===== config.mk =====
export PLATFORM = sky130hd
export DESIGN_NAME = rt_timer
export DESIGN_NICKNAME = d
export VERILOG_FILES = /design/src/rtl/rtt_pkg.sv /design/src/rtl/rtt_rst_sync.sv /design/src/rtl/rtt_tick_sel.sv /design/src/rtl/rtt_counter.sv /design/src/rtl/rtt_ctrl.sv /design/src/rtl/rt_timer.sv
export SDC_FILE = /design/constraint.sdc
export NUM_CORES = 1
export LEC_CHECK = 0
export ABC_AREA = 1
export BUFFER_PORTS_ARGS = -buffer_cell sky130_fd_sc_hd__buf_2
export CORE_MARGIN = 2
export CORE_UTILIZATION = 59
export CTS_BUF_LIST = sky130_fd_sc_hd__clkbuf_16
export DETAILED_ROUTE_END_ITERATION = 7
export HOLD_SLACK_MARGIN = 0.03
export PLACE_DENSITY_LB_ADDON = 0.2
export SYNTH_ARGS = -nofsm -noshare
export SYNTH_HDL_FRONTEND = slang
export SYNTH_SLANG_ARGS = --single-unit

===== constraint.sdc =====
create_clock -name clk -period 1.55 [get_ports clk]
set_input_delay 0.0775 -clock clk [delete_from_list [all_inputs] [get_ports clk]]
set_output_delay 0.0775 -clock clk [all_outputs]
set_load 0.05 [all_outputs]

===== src/rtl/rtt_pkg.sv =====
package rtt_pkg;
  localparam int DATA_W = 8;
  localparam int ADDR_W = 2;
  localparam int SRC_W  = 2;

  typedef enum logic [ADDR_W-1:0] {
    REG_CTRL   = 2'd0,
    REG_CNT_HI = 2'd1,
    REG_CNT_LO = 2'd2,
    REG_NONE   = 2'd3
  } rtt_reg_e;

  localparam int BIT_RUN    = 0;
  localparam int BIT_IE     = 1;
  localparam int BIT_SRC_LO = 2;
  localparam int BIT_FLAG   = 7;

  localparam logic [SRC_W-1:0] SRC_OSC = 2'b00;
endpackage


===== src/rtl/rtt_rst_sync.sv =====
module rtt_rst_sync #(
  parameter int STAGES = 2
) (
  input  logic clk,
  input  logic arst_n,
  output logic srst_n
);
  logic [STAGES-1:0] pipe_q;

  always_ff @(posedge clk or negedge arst_n) begin
    if (!arst_n) pipe_q <= '0;
    else         pipe_q <= {pipe_q[STAGES-2:0], 1'b1};
  end

  assign srst_n = pipe_q[STAGES-1];
endmodule


===== src/rtl/rtt_tick_sel.sv =====
module rtt_tick_sel
  import rtt_pkg::*;
(
  input  logic [SRC_W-1:0] src_sel,
  input  logic             tick_osc,
  input  logic             tick_xdiv,
  input  logic             tick_rc,
  input  logic             use_rc,
  output logic             tick
);
  logic sys_tick;

  always_comb begin
    sys_tick = use_rc ? tick_rc : tick_xdiv;
    tick     = (src_sel == SRC_OSC) ? tick_osc : sys_tick;
  end
endmodule


===== src/rtl/rtt_counter.sv =====
module rtt_counter #(
  parameter int DATA_W = 8,
  parameter int CNT_W  = 2 * DATA_W
) (
  input  logic              clk,
  input  logic              rst_n,
  input  logic              run,
  input  logic              tick,
  input  logic              wr_hi,
  input  logic              wr_lo,
  input  logic [DATA_W-1:0] wdata,
  output logic [CNT_W-1:0]  count_o,
  output logic              wrap_o
);
  localparam int HI_LSB = CNT_W - DATA_W;

  logic [CNT_W-1:0] count_q, count_d;
  logic [CNT_W-1:0] reload_q, reload_d;
  logic             at_zero;

  always_comb begin
    at_zero  = (count_q == '0);
    reload_d = reload_q;
    count_d  = count_q;
    wrap_o   = 1'b0;
    if (wr_hi) reload_d[CNT_W-1:HI_LSB] = wdata;
    if (wr_lo) reload_d[DATA_W-1:0]     = wdata;
    if (run) begin
      if (tick) begin
        if (at_zero) begin
          count_d = reload_q;
          wrap_o  = 1'b1;
        end else begin
          count_d = count_q - 1'b1;
        end
      end
    end else begin
      if (wr_hi) count_d[CNT_W-1:HI_LSB] = wdata;
      if (wr_lo) count_d[DATA_W-1:0]     = wdata;
    end
  end

  always_ff @(posedge clk or negedge rst_n) begin
    if (!rst_n) begin
      count_q  <= '0;
      reload_q <= '0;
    end else begin
      count_q  <= count_d;
      reload_q <= reload_d;
    end
  end

  assign count_o = count_q;

  // a zero tick while running brings back the stored reload value
  assert_reload_on_zero_R7: assert property (@(posedge clk) disable iff (!rst_n)
    (run && tick && count_q == '0) |=> (count_q == $past(reload_q)));

  // stopped and not written, the counter does not move
  assert_hold_when_stopped_R11: assert property (@(posedge clk) disable iff (!rst_n)
    (!run && !wr_hi && !wr_lo) |=> $stable(count_q));
endmodule


===== src/rtl/rtt_ctrl.sv =====
module rtt_ctrl
  import rtt_pkg::*;
(
  input  logic              clk,
  input  logic              rst_n,
  input  logic              wr_ctrl,
  input  logic [DATA_W-1:0] wdata,
  input  logic              wrap,
  output logic              run_o,
  output logic              ie_o,
  output logic [SRC_W-1:0]  src_o,
  output logic              flag_o
);
  logic             run_q, run_d;
  logic             ie_q, ie_d;
  logic [SRC_W-1:0] src_q, src_d;
  logic             flag_q, flag_d;
  logic             clr_req;

  always_comb begin
    run_d   = run_q;
    ie_d    = ie_q;
    src_d   = src_q;
    flag_d  = flag_q;
    clr_req = wr_ctrl && !wdata[BIT_FLAG];
    if (wr_ctrl) begin
      run_d = wdata[BIT_RUN];
      ie_d  = wdata[BIT_IE];
      if (!run_q) src_d = wdata[BIT_SRC_LO +: SRC_W];
    end
    if (clr_req) flag_d = 1'b0;
    if (wrap)    flag_d = 1'b1;
  end

  always_ff @(posedge clk or negedge rst_n) begin
    if (!rst_n) begin
      run_q  <= 1'b0;
      ie_q   <= 1'b0;
      src_q  <= '0;
      flag_q <= 1'b0;
    end else begin
      run_q  <= run_d;
      ie_q   <= ie_d;
      src_q  <= src_d;
      flag_q <= flag_d;
    end
  end

  assign run_o  = run_q;
  assign ie_o   = ie_q;
  assign src_o  = src_q;
  assign flag_o = flag_q;

  // select field frozen across any edge where the timer was running
  assert_src_locked_R3: assert property (@(posedge clk) disable iff (!rst_n)
    run_q |=> $stable(src_q));

  // only a clearing write can drop the flag
  assert_flag_sticky_R8: assert property (@(posedge clk) disable iff (!rst_n)
    (flag_q && !(wr_ctrl && !wdata[BIT_FLAG])) |=> flag_q);

  // the flag rises only out of a running cycle
  assert_flag_needs_run_R11: assert property (@(posedge clk) disable iff (!rst_n)
    $rose(flag_q) |-> $past(run_q));
endmodule


===== src/rtl/rt_timer.sv =====
module rt_timer
  import rtt_pkg::*;
#(
  parameter int CNT_W     = 2 * DATA_W,
  parameter int RST_STAGE = 2
) (
  input  logic              clk,
  input  logic              por_n,
  input  logic              wdt_rst_n,
  input  logic              sys_rst_n,
  input  logic              bus_sel,
  input  logic              bus_wr,
  input  logic [ADDR_W-1:0] bus_addr,
  input  logic [DATA_W-1:0] bus_wdata,
  output logic [DATA_W-1:0] bus_rdata,
  input  logic              tick_osc,
  input  logic              tick_xdiv,
  input  logic              tick_rc,
  input  logic              cfg_use_rc,
  input  logic              shared_ien,
  input  logic              global_ien,
  output logic              irq_o,
  output logic              wake_o
);
  localparam int HI_LSB = CNT_W - DATA_W;

  logic full_srst_n, rd_srst_n;
  logic full_arst_n, rd_arst_n;

  assign full_arst_n = por_n & wdt_rst_n;
  assign rd_arst_n   = full_arst_n & sys_rst_n;

  rtt_rst_sync #(.STAGES(RST_STAGE)) u_sync_full (
    .clk(clk), .arst_n(full_arst_n), .srst_n(full_srst_n));
  rtt_rst_sync #(.STAGES(RST_STAGE)) u_sync_rd (
    .clk(clk), .arst_n(rd_arst_n), .srst_n(rd_srst_n));

  rtt_reg_e reg_sel;
  logic     acc_wr, acc_rd;
  logic     wr_ctrl, wr_hi, wr_lo, rd_lo;

  always_comb begin
    reg_sel = rtt_reg_e'(bus_addr);
    acc_wr  = bus_sel &&  bus_wr;
    acc_rd  = bus_sel && !bus_wr;
    wr_ctrl = acc_wr && (reg_sel == REG_CTRL);
    wr_hi   = acc_wr && (reg_sel == REG_CNT_HI);
    wr_lo   = acc_wr && (reg_sel == REG_CNT_LO);
    rd_lo   = acc_rd && (reg_sel == REG_CNT_LO);
  end

  logic             run, ie, flag, wrap, tick;
  logic [SRC_W-1:0] src;
  logic [CNT_W-1:0] count;

  rtt_ctrl u_ctrl (
    .clk(clk), .rst_n(full_srst_n), .wr_ctrl(wr_ctrl), .wdata(bus_wdata),
    .wrap(wrap), .run_o(run), .ie_o(ie), .src_o(src), .flag_o(flag));

  rtt_tick_sel u_tick (
    .src_sel(src), .tick_osc(tick_osc), .tick_xdiv(tick_xdiv),
    .tick_rc(tick_rc), .use_rc(cfg_use_rc), .tick(tick));

  rtt_counter #(.DATA_W(DATA_W), .CNT_W(CNT_W)) u_cnt (
    .clk(clk), .rst_n(full_srst_n), .run(run), .tick(tick),
    .wr_hi(wr_hi), .wr_lo(wr_lo), .wdata(bus_wdata),
    .count_o(count), .wrap_o(wrap));

  logic [DATA_W-1:0] shadow_q, shadow_d;
  logic [DATA_W-1:0] rdata_q, rdata_d;
  logic [DATA_W-1:0] ctrl_view;

  always_comb begin
    ctrl_view                          = '0;
    ctrl_view[BIT_RUN]                 = run;
    ctrl_view[BIT_IE]                  = ie;
    ctrl_view[BIT_SRC_LO +: SRC_W]     = src;
    ctrl_view[BIT_FLAG]                = flag;
    shadow_d = shadow_q;
    if (rd_lo) shadow_d = count[CNT_W-1:HI_LSB];
    rdata_d = rdata_q;
    if (acc_rd) begin
      unique case (reg_sel)
        REG_CTRL:   rdata_d = ctrl_view;
        REG_CNT_HI: rdata_d = shadow_q;
        REG_CNT_LO: rdata_d = count[DATA_W-1:0];
        default:    rdata_d = '0;
      endcase
    end
  end

  always_ff @(posedge clk or negedge full_srst_n) begin
    if (!full_srst_n) shadow_q <= '0;
    else              shadow_q <= shadow_d;
  end

  always_ff @(posedge clk or negedge rd_srst_n) begin
    if (!rd_srst_n) rdata_q <= '0;
    else            rdata_q <= rdata_d;
  end

  assign bus_rdata = rdata_q;
  assign wake_o    = flag;
  assign irq_o     = flag & ie & shared_ien & global_ien;

  // an interrupt is never raised without the wake-up line also high
  assert_irq_implies_wake_R9: assert property (@(posedge clk) disable iff (!full_srst_n)
    irq_o |-> wake_o);

  // while the read path is in reset the read data stays cleared
  assert_rdata_cleared_R2: assert property (@(posedge clk)
    (!rd_srst_n) |-> (bus_rdata == '0));
endmodule


==> impl_results.md <==
- Slowest CP cell: dfrtp_1
- Met2 usage: 0.523
- Synthesis warning total: 0
- GPL Wtd Cong: 1.00
- Antenna viol nets, final: 0
- Post-synth EDFFs: 0
- Worst-margin pin slew: ~0.50 ns
- Die height: 77.2 um
- Power, Total: 6.90 mW
- Post-route cell area: 0.00410 sq mm
- Crit-path most repeated cell: nand3_1
- Post-synthesis xor/xnor area fraction: 0
- DRT Wirelength: 9070 um
- H-Tree Depth: 3
- Ordered list of cells on the worst path: inv_2 -> buf_6 -> ha_4 -> buf_4 -> or2_2 -> nand3_1 -> nand3_1 -> a21oi_2
- Yosys reg bits: 57
- PD cells: 1680 mW/mm^2
- Inserted Diodes: 0
- Port bufs: 31
- DR vias: around 3200
- Die area: 0.00596 sq mm
- GR peak layer: met2
- Seq/Total Area, Yosys: 0.451
- Flop pwr share: 0.340
- Post-synthesis adder-cell area fraction: 0.00791
- Via/cell ratio: between 5 and 6
- Max-Cap Viols: 0
- Max Root-Sink Buffers: 2
- LEAKAGE: 2.07 nW
- Fin. Hold Viols: 0
- Met3 Track Usage GR: 0.0965
- Critical setup path kind: flop to flop
- CTS tree: yes
- Worst-path clk slew: 0.05 ns
- Worst hold path startpoint: bus_wdata[6]
- Max Clk Rate: 0.642 GHz
- Slew Viols, Final: 0
- Vias in the first global route: 3108
- Fin crit share: 1.00
- Final cell count without fillers: 574
- Worst hold path type: input port to flop
- Mean Syn Cell Area: 7.44 sq um
- Slack of the worst reg-to-reg path: -0.008 ns
- GRT Util Overall: 0.323
- CP max FO: 4
- Synth Flop Type: dfrtp_1
- Layout cells sized above 1: 0.248
- Slowest cell delay on critical path: 0.36 ns
- Num rows: 26
- Failing checks: negative setup slack
- Highest-count cells in the layout ignoring fill and taps: nand2_1 (96), dfrtp_1 (52), inv_1 (49)
- Sink Count: 57
- Compound-cell area share of the yosys netlist: 0.140
- RSZ-0062 raised after global routing: yes
- Synth Area in Simple Gates: 0.316
- Initial antenna violation count: 0
- Largest family of logic cells by synthesized area: simple AND/OR/NAND/NOR gates
- Clock Latency Late Sink: 0.33 ns
- Setup ws final: -0.00772 ns
- CTS Buf Count: 9
- I/O Pins: 32
- Number of distinct library cells after synthesis: 27
- Slew HR: 0.666
- Worst hold slack: approximately 0.048 ns
- Worst VDD drop: 1.02 mV
- Tmin final: 1.56 ns
- Worst hold path cell count: 3
- Placed cell count: ~550
- Drt initial violations: 329
- Switch Pwr: 2.69 mW
- CP endpoint kind: flop
- Count of nets after finishing: 523
- CORE AREA: 0.00514 sq mm
- Logic pwr share: 0.383
- Starting Density: 0.615
- Hold Path End: u_cnt.reload_q[6]$_DFFE_PN0P_
- Crit path arrival time: approximately 1.8 ns
- R2r startpoint: u_cnt.count_o[0]$_DFFE_PN0P_
- Switching share of power: 0.389
- Met1 Resource Use GR: 0.418
- HPWL Detailed: roughly 6300 um
- GRT overflow: 0
- Clock skew: between 0.007 and 0.008 ns
- Clock Power Share: 0.277
- Chip Width: 77.2 um
- Pin count of the biggest net entering global routing: 26
- Number of remaining DRC errors: 0
- Reg-to-reg endpoint: u_cnt.count_o[2]$_DFFE_PN0P_
- First-pass GRT wire length: 14900 um
- Ys async rst share: 1.00
- Crit path launch type: flop
- Post-Syn Instances: 425
- Post-Synthesis Cell Area: 0.00316 sq mm
- DRT Pass-1 Iters: 5
- Multiplexer area fraction after synthesis: 0.00356
- Placed instance area: 0.00360 sq mm
- Path depth of the worst reg2reg path: 8
- Area grow syn2layout: 29.5%
- Root buf cell: clkbuf_16
- Most common cell after layout, fill and taps aside: nand2_1
- Cell-internal power: about 4.2 mW
- # setup viols final: 1
- WP data required: 1.80 ns
- Status: finished, violations left
- Wire per inst: 15.8 um
- Fin util: 0.797
-- kinds of logic after synthesis --
family	after synthesis
and+or+nand+nor	219
AOI/OAI and AO/OA	84
buffers and inverters	61
DFF	57
adders and majority gates	2
muxes	1
other	1
-- layer usage --
| layer | up-vias | routed length [um] |
|---|---|---|
| met5 | - | 0 |
| met4 | 0 | 213 |
| met3 | 23 | 658 |
| met2 | 161 | 4430 |
| met1 | 1451 | 3780 |
| li1 | 1521 | - |
-- flip-flops by register name, summed over array words and instances (netlist names) --
register	cells
u_sync_full.pipe_q	2
u_ctrl.run_o	1
bus_rdata	8
u_sync_rd.pipe_q	2
u_ctrl.ie_o	1
u_ctrl.flag_o	1
u_cnt.reload_q	16
u_ctrl.src_o	2
shadow_q	8
u_cnt.count_o	16
-- power by group through the flow --
stage	logic (mW)	clock network, mW	registers (mW)
floorplan	1.23	0	2.48
global placement	2.23	0	2.31
detailed placement	2.27	0	2.33
CTS	2.32	1.91	2.30
global route	2.90	1.99	2.40
finish	2.64	1.91	2.35
-- through the flow --
stage	TNS (ns)	setup WS, ns
4_1_cts	0	0.00528
3_5_place_dp	0	0.000581
5_1_grt	-0.274	-0.0603
3_3_place_gp	0	0.0796
6_report	-0.00772	-0.00772
2_1_floorplan	0	0.0678
-- repair_timing --
action / CTS / global route
hold endpoints to repair: 9 / 0
setup endpoints to repair: 1 / 16
hold buffers: 7 / 0
buffers inserted: 0 / 4
pin swaps: 0 / 9
gates resized for setup: 1 / 36
-- cells in the mapped netlist, types with 2 or more instances --
| cell type | n | area (sq um) |
|---|---|---|
| nand3_1 | 39 | 195 |
| buf_2 | 4 | 20.0 |
| dfrtp_1 | 57 | 1430 |
| o21ai_0 | 41 | 205 |
| nand2_4 | 2 | 22.5 |
| a221oi_1 | 2 | 17.5 |
| o211ai_1 | 3 | 22.5 |
| nor2_2 | 4 | 25.0 |
| ha_1 | 2 | 25.0 |
| nand2_2 | 4 | 25.0 |
| nor2_8 | 2 | 40.0 |
| nor2_1 | 51 | 191 |
| nand3b_1 | 11 | 82.6 |
| nor2_4 | 2 | 22.5 |
| clkbuf_1 | 3 | 11.3 |
| buf_6 | 2 | 22.5 |
| inv_1 | 51 | 191 |
| nand2_1 | 101 | 379 |
| a21oi_1 | 36 | 180 |
-- worst max-delay path by stage --
stage / from / endpoint / slack [ns] / cells after the start
final: u_cnt.count_o[0]$_DFFE_PN0P_ / u_cnt.count_o[2]$_DFFE_PN0P_ / -0.008 / 8
after global routing: u_cnt.count_o[0]$_DFFE_PN0P_ / u_cnt.count_o[2]$_DFFE_PN0P_ / -0.06 / 8
after CTS: u_cnt.count_o[0]$_DFFE_PN0P_ / u_cnt.count_o[14]$_DFFE_PN0P_ / 0.005 / 9
after detailed placement: u_cnt.count_o[0]$_DFFE_PN0P_ / u_cnt.count_o[14]$_DFFE_PN0P_ / 0.0006 / 9
after global placement: u_cnt.count_o[0]$_DFFE_PN0P_ / u_cnt.count_o[2]$_DFFE_PN0P_ / 0.08 / 8
after floorplan: u_ctrl.flag_o$_DFFE_PN0P_ / irq_o / 0.07 / 2
-- worst max-delay path: cells and delay by family, from the launching register on --
kind            cells  cell delay [ns]
compound gates      1             0.15
fa+ha+maj           1             0.16
buf+inv             3             0.34
flops               1             0.36
simple gates        3             0.46
-- final cells by class --
| cell class | instances | area, sq um |
|---|---|---|
| multi-input combinational | 308 | 1580 |
| sequential | 57 | 1430 |
| fill | 383 | 1040 |
| timing repair buffer | 72 | 517 |
| clock buffer | 9 | 225 |
| inverter | 51 | 191 |
| tap | 70 | 87.6 |
| clock inverter | 7 | 62.6 |
Note: power is estimated with default switching activity, not from simulation.
